`src/rtl/pgwalk_pkg.sv`:
```
package pgwalk_pkg;
  localparam int PW_ADDR_W   = 32;
  localparam int PW_OFF_W    = 12;
  localparam int PW_IDX_W    = 10;
  localparam int PW_LG_OFF_W = PW_OFF_W + PW_IDX_W;
  localparam int PW_FRAME_W  = PW_ADDR_W - PW_OFF_W;
  localparam int PW_LG_W     = PW_ADDR_W - PW_LG_OFF_W;
  localparam int PW_WORD_LSB = 2;

  localparam int BIT_PRES = 0;
  localparam int BIT_WR   = 1;
  localparam int BIT_USR  = 2;
  localparam int BIT_ACC  = 5;
  localparam int BIT_SIZE = 7;

  typedef enum logic [2:0] {
    WK_IDLE,
    WK_DIR,
    WK_TBL,
    WK_DONE,
    WK_FAULT
  } wk_state_e;

  function automatic logic [PW_ADDR_W-1:0] entry_addr(
      input logic [PW_FRAME_W-1:0] base,
      input logic [PW_IDX_W-1:0]   idx);
    return {base, idx, {PW_WORD_LSB{1'b0}}};
  endfunction

  function automatic logic [PW_ADDR_W-1:0] small_pa(
      input logic [PW_FRAME_W-1:0] frame,
      input logic [PW_OFF_W-1:0]   off);
    return {frame, off};
  endfunction

  function automatic logic [PW_ADDR_W-1:0] large_pa(
      input logic [PW_LG_W-1:0]    frame,
      input logic [PW_LG_OFF_W-1:0] off);
    return {frame, off};
  endfunction
endpackage

```
`src/rtl/pgwalk_perm.sv`:
```
module pgwalk_perm (
  input  logic ent_p,
  input  logic ent_w,
  input  logic ent_u,
  input  logic up_w,
  input  logic up_u,
  input  logic is_write,
  input  logic is_user,
  input  logic wp,
  output logic not_present,
  output logic wr_viol,
  output logic usr_viol
);
  logic eff_w, eff_u;
  assign eff_w       = up_w & ent_w;
  assign eff_u       = up_u & ent_u;
  assign not_present = ~ent_p;
  assign wr_viol     = is_write & ~eff_w & (is_user | wp);
  assign usr_viol    = is_user & ~eff_u;
endmodule

```
`src/rtl/pgwalk_fault_reg.sv`:
```
module pgwalk_fault_reg #(
  parameter int W = 32
) (
  input  logic         clk,
  input  logic         rst_n,
  input  logic         capture,
  input  logic [W-1:0] addr,
  output logic [W-1:0] q
);
  always_ff @(posedge clk or negedge rst_n) begin
    if (!rst_n)       q <= '0;
    else if (capture) q <= addr;
  end
endmodule

```
`src/rtl/pgwalk_top.sv`:
```
module pgwalk_top
  import pgwalk_pkg::*;
(
  input  logic                 clk,
  input  logic                 rst_n,
  input  logic                 req_valid,
  output logic                 req_ready,
  input  logic [PW_ADDR_W-1:0] req_addr,
  input  logic                 req_write,
  input  logic                 req_user,
  output logic                 rsp_valid,
  output logic                 rsp_fault,
  output logic [PW_ADDR_W-1:0] rsp_paddr,
  output logic [PW_ADDR_W-1:0] fault_addr,
  output logic                 mem_rd,
  output logic [PW_ADDR_W-1:0] mem_addr,
  input  logic                 mem_ready,
  input  logic [PW_ADDR_W-1:0] mem_rdata,
  input  logic [PW_ADDR_W-1:0] cfg_dir_base,
  input  logic                 cfg_pg_en,
  input  logic                 cfg_wp,
  input  logic                 cfg_large_en
);
  localparam int DIR_HI = PW_ADDR_W - 1;
  localparam int DIR_LO = PW_LG_OFF_W;
  localparam int TBL_HI = PW_LG_OFF_W - 1;
  localparam int TBL_LO = PW_OFF_W;

  wk_state_e              state_q;
  logic [PW_ADDR_W-1:0]   laddr_q, paddr_q;
  logic                   wr_q, usr_q, pde_w_q, pde_u_q;
  logic [PW_FRAME_W-1:0]  tbl_base_q;

  // named events
  logic accept, dir_hit, tbl_hit, dir_large, dir_rsvd, tbl_rsvd;
  logic dir_fault, tbl_fault, fault_capture;
  logic d_np, d_wv, d_uv, t_np, t_wv, t_uv;
  logic unused_bits;

  assign accept    = (state_q == WK_IDLE) && req_valid;
  assign dir_hit   = (state_q == WK_DIR) && mem_ready;
  assign tbl_hit   = (state_q == WK_TBL) && mem_ready;
  assign dir_large = cfg_large_en & mem_rdata[BIT_SIZE];
  assign dir_rsvd  = dir_large & (|mem_rdata[TBL_HI:TBL_LO]);
  assign tbl_rsvd  = mem_rdata[BIT_SIZE];
  assign unused_bits = ^{cfg_dir_base[PW_OFF_W-1:0], mem_rdata[PW_OFF_W-1:BIT_SIZE+1],
                         mem_rdata[BIT_SIZE-1:BIT_USR+1], mem_rdata[BIT_ACC]};

  // directory level: permissions only matter for a large page
  pgwalk_perm u_dir_perm (
    .ent_p(mem_rdata[BIT_PRES]), .ent_w(mem_rdata[BIT_WR]), .ent_u(mem_rdata[BIT_USR]),
    .up_w(1'b1), .up_u(1'b1), .is_write(wr_q), .is_user(usr_q), .wp(cfg_wp),
    .not_present(d_np), .wr_viol(d_wv), .usr_viol(d_uv)
  );

  // table level: combined with the directory's rights
  pgwalk_perm u_tbl_perm (
    .ent_p(mem_rdata[BIT_PRES]), .ent_w(mem_rdata[BIT_WR]), .ent_u(mem_rdata[BIT_USR]),
    .up_w(pde_w_q), .up_u(pde_u_q), .is_write(wr_q), .is_user(usr_q), .wp(cfg_wp),
    .not_present(t_np), .wr_viol(t_wv), .usr_viol(t_uv)
  );

  assign dir_fault     = d_np | (dir_large & (dir_rsvd | d_wv | d_uv));
  assign tbl_fault     = t_np | tbl_rsvd | t_wv | t_uv;
  assign fault_capture = (dir_hit & dir_fault) | (tbl_hit & tbl_fault);

  pgwalk_fault_reg #(.W(PW_ADDR_W)) u_fault_reg (
    .clk(clk), .rst_n(rst_n), .capture(fault_capture), .addr(laddr_q), .q(fault_addr)
  );

  always_ff @(posedge clk or negedge rst_n) begin
    if (!rst_n) begin
      state_q    <= WK_IDLE;
      laddr_q    <= '0;
      paddr_q    <= '0;
      wr_q       <= 1'b0;
      usr_q      <= 1'b0;
      pde_w_q    <= 1'b0;
      pde_u_q    <= 1'b0;
      tbl_base_q <= '0;
    end else begin
      unique case (state_q)
        WK_IDLE: if (accept) begin
          laddr_q <= req_addr;
          wr_q    <= req_write;
          usr_q   <= req_user;
          if (cfg_pg_en) state_q <= WK_DIR;
          else begin
            paddr_q <= req_addr;
            state_q <= WK_DONE;
          end
        end
        WK_DIR: if (mem_ready) begin
          if (dir_fault) state_q <= WK_FAULT;
          else if (dir_large) begin
            paddr_q <= large_pa(mem_rdata[DIR_HI:DIR_LO], laddr_q[TBL_HI:0]);
            state_q <= WK_DONE;
          end else begin
            tbl_base_q <= mem_rdata[PW_ADDR_W-1:PW_OFF_W];
            pde_w_q    <= mem_rdata[BIT_WR];
            pde_u_q    <= mem_rdata[BIT_USR];
            state_q    <= WK_TBL;
          end
        end
        WK_TBL: if (mem_ready) begin
          if (tbl_fault) state_q <= WK_FAULT;
          else begin
            paddr_q <= small_pa(mem_rdata[PW_ADDR_W-1:PW_OFF_W], laddr_q[PW_OFF_W-1:0]);
            state_q <= WK_DONE;
          end
        end
        default: state_q <= WK_IDLE;
      endcase
    end
  end

  assign req_ready = (state_q == WK_IDLE);
  assign mem_rd    = (state_q == WK_DIR) || (state_q == WK_TBL);
  assign mem_addr  = (state_q == WK_DIR)
                   ? entry_addr(cfg_dir_base[PW_ADDR_W-1:PW_OFF_W], laddr_q[DIR_HI:DIR_LO])
                   : entry_addr(tbl_base_q, laddr_q[TBL_HI:TBL_LO]);
  assign rsp_valid = (state_q == WK_DONE) || (state_q == WK_FAULT);
  assign rsp_fault = (state_q == WK_FAULT);
  assign rsp_paddr = paddr_q;
endmodule

```
`config.mk`:
```
export PLATFORM = sky130hd
export DESIGN_NAME = pgwalk_top
export DESIGN_NICKNAME = d
export VERILOG_FILES = /design/src/rtl/pgwalk_pkg.sv /design/src/rtl/pgwalk_perm.sv /design/src/rtl/pgwalk_fault_reg.sv /design/src/rtl/pgwalk_top.sv
export SDC_FILE = /design/constraint.sdc
export NUM_CORES = 1
export LEC_CHECK = 0
export ABC_AREA = 1
export BUFFER_PORTS_ARGS = -buffer_cell sky130_fd_sc_hd__buf_2
export CAP_MARGIN = 0
export CELL_PAD_IN_SITES_DETAIL_PLACEMENT = 0
export CELL_PAD_IN_SITES_GLOBAL_PLACEMENT = 1
export CORE_MARGIN = 10
export CORE_UTILIZATION = 36
export CTS_CLUSTER_DIAMETER = 60
export DETAILED_ROUTE_END_ITERATION = 8
export PLACE_DENSITY = 0.87
export SETUP_SLACK_MARGIN = 0.1
export SYNTH_ARGS = -nofsm -noshare
export SYNTH_HDL_FRONTEND = slang
export SYNTH_SLANG_ARGS = --single-unit
```
`constraint.sdc`:
```
create_clock -name clk -period 1.83 [get_ports clk]
set_input_delay 0.183 -clock clk [delete_from_list [all_inputs] [get_ports clk]]
set_output_delay 0.183 -clock clk [all_outputs]
set_load 0.01 [all_outputs]
```
== Word-level counts from Yosys, hierarchy flattened ==
Index checks and enable logic that the tools add are counted.

* Register bits: 123
* Latch bits: 0
* Memory bits (writable): 0
* Memory bits (read-only): 0
* Input bits: 105
* Output and inout bits: 100
* Memories: 0

* Add/subtract/negate cells: 0
* $mul: 0
* Div/mod/pow operators: 0
* Magnitude comparators: 0
* Eq/ne operators: 11
* Shifts and indexed selects: 0
* Mux-type cells: 17
* Bitwise logic cells: 28
* Reduce and logical (&&, ||, !) cells: 12

{| class="wikitable"
|+ Operators by type and width
! operator !! number
|-
| two-way mux 32 bit || 8
|-
| case mux 32 bit (3 select lines) || 1
|-
| two-way mux 3 bit || 5
|-
| bitwise AND 1 bit || 13
|-
| inequality test 2 bit (second input constant) || 6
|-
| OR reduction 10 bit || 1
|-
| case mux 3 bit (3 select lines) || 1
|-
| OR 1 bit || 8
|-
| AND reduction 8 bit || 1
|-
| inverter 1 bit || 7
|-
| equality test 3 x 2 -> 1 bit (second input constant) || 2
|-
| AND reduction 4 bit || 1
|-
| equality test 3 x 1 -> 1 bit (second input constant) || 1
|-
| equality test 3 bit (second input constant) || 1
|-
| logical AND 1 bit || 3
|-
| zero test 3 bit || 1
|-
| AND reduction 3 bit || 1
|-
| nonzero test 3 bit || 1
|-
| logical OR 1 bit || 2
|-
| two-way mux 2 bit || 1
|-
| inequality test 2 x 1 -> 1 bit (second input constant) || 1
|-
| AND reduction 2 bit || 1
|-
| two-way mux 1 bit || 1
|}

== Logic depth before layout (Yosys ltp) ==
* Word-level depth: 10
* Depth in mapped cells: 12

== By module ==
From an unflattened synthesis, not the netlist that was laid out.

* Cell total of the unflattened synthesis: 719
* Area, all modules: 5928.2 µm²

{| class="wikitable"
|+ Modules (own cells, without submodules)
! module !! instances !! cells an instance !! area an instance (µm²)
|-
| pgwalk_top || 1 || 571 || 4575.6
|-
| pgwalk_fault_reg || 1 || 136 || 1292.5
|-
| pgwalk_perm || 2 || 6 || 30.0
|}

== Worst setup path after synthesis ==
No wires, ideal clock.

* Path type: reg-to-reg
* From: register state_q[1]
* To: register tbl_base_q[13]
* Library setup time: 0.128 ns
* Arrival: 1.382 ns
* Setup slack: 0.320 ns
* Cell stages (with the launch flop): 8
* Buffers on the path: 2
* Cells stage by stage: dfrtp_1 nor2_1 nand2_1 inv_2 buf_6 nand4_4 buf_2 mux2_1

* Word-level cells in the longest chain between the ends: 2

{| class="wikitable"
|+ Ends and longest elaborated chain
! item !! line !! source
|-
| start: declaration || pgwalk_top.sv:29 || <nowiki>wk_state_e state_q;</nowiki>
|-
| start signal: assignment || pgwalk_top.sv:73 || <nowiki>state_q <= WK_IDLE;</nowiki>
|-
| start signal: assignment || pgwalk_top.sv:87 || <nowiki>if (cfg_pg_en) state_q <= WK_DIR;</nowiki>
|-
| start signal: assignment || pgwalk_top.sv:90 || <nowiki>state_q <= WK_DONE;</nowiki>
|-
| equality test 3 x 1 -> 1 bit || pgwalk_top.sv:82 || <nowiki>unique case (state_q)</nowiki>
|-
| AND reduction 4 bit (no line) || n/a ||
|-
| end signal: assignment || pgwalk_top.sv:99 || <nowiki>tbl_base_q <= mem_rdata[PW_ADDR_W-1:PW_OFF_W];</nowiki>
|-
| end: declaration || pgwalk_top.sv:32 || <nowiki>logic [PW_FRAME_W-1:0] tbl_base_q;</nowiki>
|}

Every way passes these cells.
A chain may end at the register's enable or synchronous reset.

== Worst setup path in the final report ==
* From: register state_q[2]
* To: output mem_addr[5]

* Word-level cells in the longest chain between the ends: 2

{| class="wikitable"
|+ Ends and longest elaborated chain
! item !! line !! source
|-
| equality test 3 x 1 -> 1 bit || pgwalk_top.sv:119 || <nowiki>assign mem_addr = (state_q == WK_DIR)</nowiki>
|-
| two-way mux 32 bit || pgwalk_top.sv:120 || <nowiki>? entry_addr(cfg_dir_base[PW_ADDR_W-1:PW_OFF_W], laddr_q[DIR_HI:DIR_LO])</nowiki>
|-
| end: declaration || pgwalk_top.sv:16 || <nowiki>output logic [PW_ADDR_W-1:0] mem_addr,</nowiki>
|}

Every way passes these cells.

==> results_dict.tcl <==
set metrics [dict create \
    outcome "complete, no violations" \
    via_per_inst 4.82 \
    cpMaxStageDelayCell "dfrtp_1" \
    clk_pin_slew_worst_paths_ps 60 \
    syn_area_per_cell_sq_um 8.06 \
    slowest_delay_ps 400 \
    die_y_um 147 \
    p_leak_nw 4.41 \
    crit_arrival_ps 1590 \
    h-tree-depth 4 \
    grt.overflow.total 0 \
    core_sq_mm 0.0159 \
    root_buffer "clkbuf_16" \
    crit_chain "nor2_2 -> nand2_4 -> inv_6 -> buf_12 -> nand2_1 -> nand2_1 -> buf_2" \
    grt_pass1_vias 5590 \
    cts-buffers-inserted 17 \
    start_kind "flip-flop" \
    synth_area_sq_mm 0.00583 \
    ios 205 \
    yosysWarningCount 0 \
    period_share_pct 96.8 \
    post-place-ws_ps 47.8 \
    synth_async_sr_flop_share_pct 100 \
    area_growth_pct 38.7 \
    clock.fmax_mhz 564 \
    hp-class "in -> reg" \
    ys_ff_latch 123 \
    synthCells 724 \
    grt_max_degree 65 \
    seq_area_frac_synth_pct 52.8 \
    synth_top_cell_area_share_pct 52.8 \
    ir_drop_v 0.000851 \
    setup_viol 0 \
    power.density_mw_per_mm2 1960 \
    cp.required_ps 1650 \
    portBuffers 182 \
    wirelength_um 20000 \
    cts_tree "built" \
    rsz0062_at_grt "true" \
    worstSkewPairLatency_ps 420 \
    place_area_sq_mm 0.00708 \
    die_width_um 147 \
    drt-pass1-iter-count 5 \
    ant_nets 0 \
    synth_edf_count 0 \
    crit_fanout 11 \
    die_area_sq_mm 0.0217 \
    yosys-top-cells-area "dfrtp_1 53%, nand2_1 21%, o21ai_0 4.9%" \
    final_area_sq_mm 0.00809 \
    netlist_top_cells_count "326 x nand2_1, 123 x dfrtp_1, 57 x o21ai_0" \
    synth_ff_type "dfrtp_1" \
    num_vias 5553 \
    crit_top_cell "nand2_1" \
    row_count 46 \
    first_iter_violations 342 \
    synth_top_area_cell "dfrtp_1" \
    grt_usage_pct 17.9 \
    drv_cap 0 \
    yosysMostFrequentCell "nand2_1" \
    synthDistinctLibCells 23 \
    end_kind "output pin" \
    fin_skew_ps 7.33 \
    grt_pass1_wl_um 30600 \
    cts.sinks 123 \
    maxSlewViolCount 0 \
    start_util_pct 36.7 \
    drive_above_1_share_pct 31.0 \
    antenna_found_initial 0 \
    finalCriticalPeriod_ps 1770 \
    hold_violations 0 \
    antennaDiodeCount 0 \
    place_congestion 0.811 \
    fin_ws_ps 58.2 \
    crit_type "reg -> out" \
    final_core_util_pct 50.9 \
    wire_per_inst_um 17.4 \
    clockBufferDepth 2 \
    drc 0 \
    finalNetCount 1027 \
    hpwl_um 14100 \
    timing.setup.tns_ps 0 \
    hold_ws_ps 8.54 \
]
==> worst max-delay path, delay by kind of cell, from the launching register on <==
kind	cells	cell delay (ps)
flip-flops	1	400
AND/OR/NAND/NOR	4	400
buffers and inverters	3	370
==> layout make-up <==
class	instances	area, sq um
Multi-Input combinational cell	512	2510
Tap cell	216	270
Fill cell	1541	7790
Inverter	45	174
Timing Repair Buffer	223	1520
Sequential cell	123	3080
Clock buffer	20	447
Clock inverter	12	100
==> power by group <==
part | internal (W) | switching (W) | leakage, nW
sequential | 0.00399 | 0.000822 | 1.54
combinational | 0.00335 | 0.00461 | 2.61
clock | 0.00189 | 0.00123 | 0.265
==> logic make-up after synthesis <==
group	after synthesis	share of synthesized area [%]
AO/OA/AOI/OAI	68	6.26
buffers and inverters	92	6.78
flip-flops	123	52.8
multiplexers	22	4.25
other	1	0.0643
AND/OR/NAND/NOR	418	29.9
==> cells in the final DEF (no fill, tap or decap), drive strengths merged, types with 3 or more instances in the layout <==
| cell type | count |
|---|---|
| nor2 | 14 |
| inv | 45 |
| dlygate4sd3 | 8 |
| clkinvlp | 3 |
| dfrtp | 123 |
| buf | 213 |
| o21ai | 58 |
| nand4 | 37 |
| mux2 | 22 |
| clkbuf | 21 |
| o211ai | 10 |
| clkinv | 8 |
| nand2 | 326 |
| nand3 | 41 |
==> state kept, by name, indices dropped and copies added (netlist names) <==
register,count
tbl_base_q,20
pde_u_q,1
wr_q,1
u_fault_reg.q,32
state_q,3
usr_q,1
laddr_q,32
rsp_paddr,32
pde_w_q,1
==> routing by layer <==
metal	vias up	GRT usage, %	routed length [um]
met5	-	0	0
met4	0	6.39	352
met3	23	5.71	1370
met2	188	27.9	9340
met1	2604	22.8	8960
li1	2738	-	-
==> worst paths after layout <==
check	startpoint	endpoint	slack, ps	cells past startpoint
max	state_q[2]	mem_addr[5]	60	7
min in group asynchronous	rst_n	rsp_paddr[11]	270	2
min	mem_rdata[23]	tbl_base_q[11]	9	2
max reg2reg	state_q[2]	rsp_paddr[5]	100	11
min reg2reg	rsp_paddr[2]	rsp_paddr[2]	460	2
max in group asynchronous	rst_n	laddr_q[30]	910	3
==> what timing repair did <==
item,in CTS,in global routing
pin swaps,2,3
buffers inserted,5,3
resized for setup,14,49
cloned,2,2
endpoints found under the setup margin,54,103
hold endpoints to repair,48,0
hold buffers,8,0
==> stage by stage <==
stage / total power [W] / cells
finish: 0.0159 / 1151
global route: 0.0171 / 1151
CTS: 0.0155 / 1146
detailed placement: 0.0119 / 1099
global placement: 0.0118 / 1099
floorplan: 0.00885 / 725
Power figures use the tool's default switching activity.
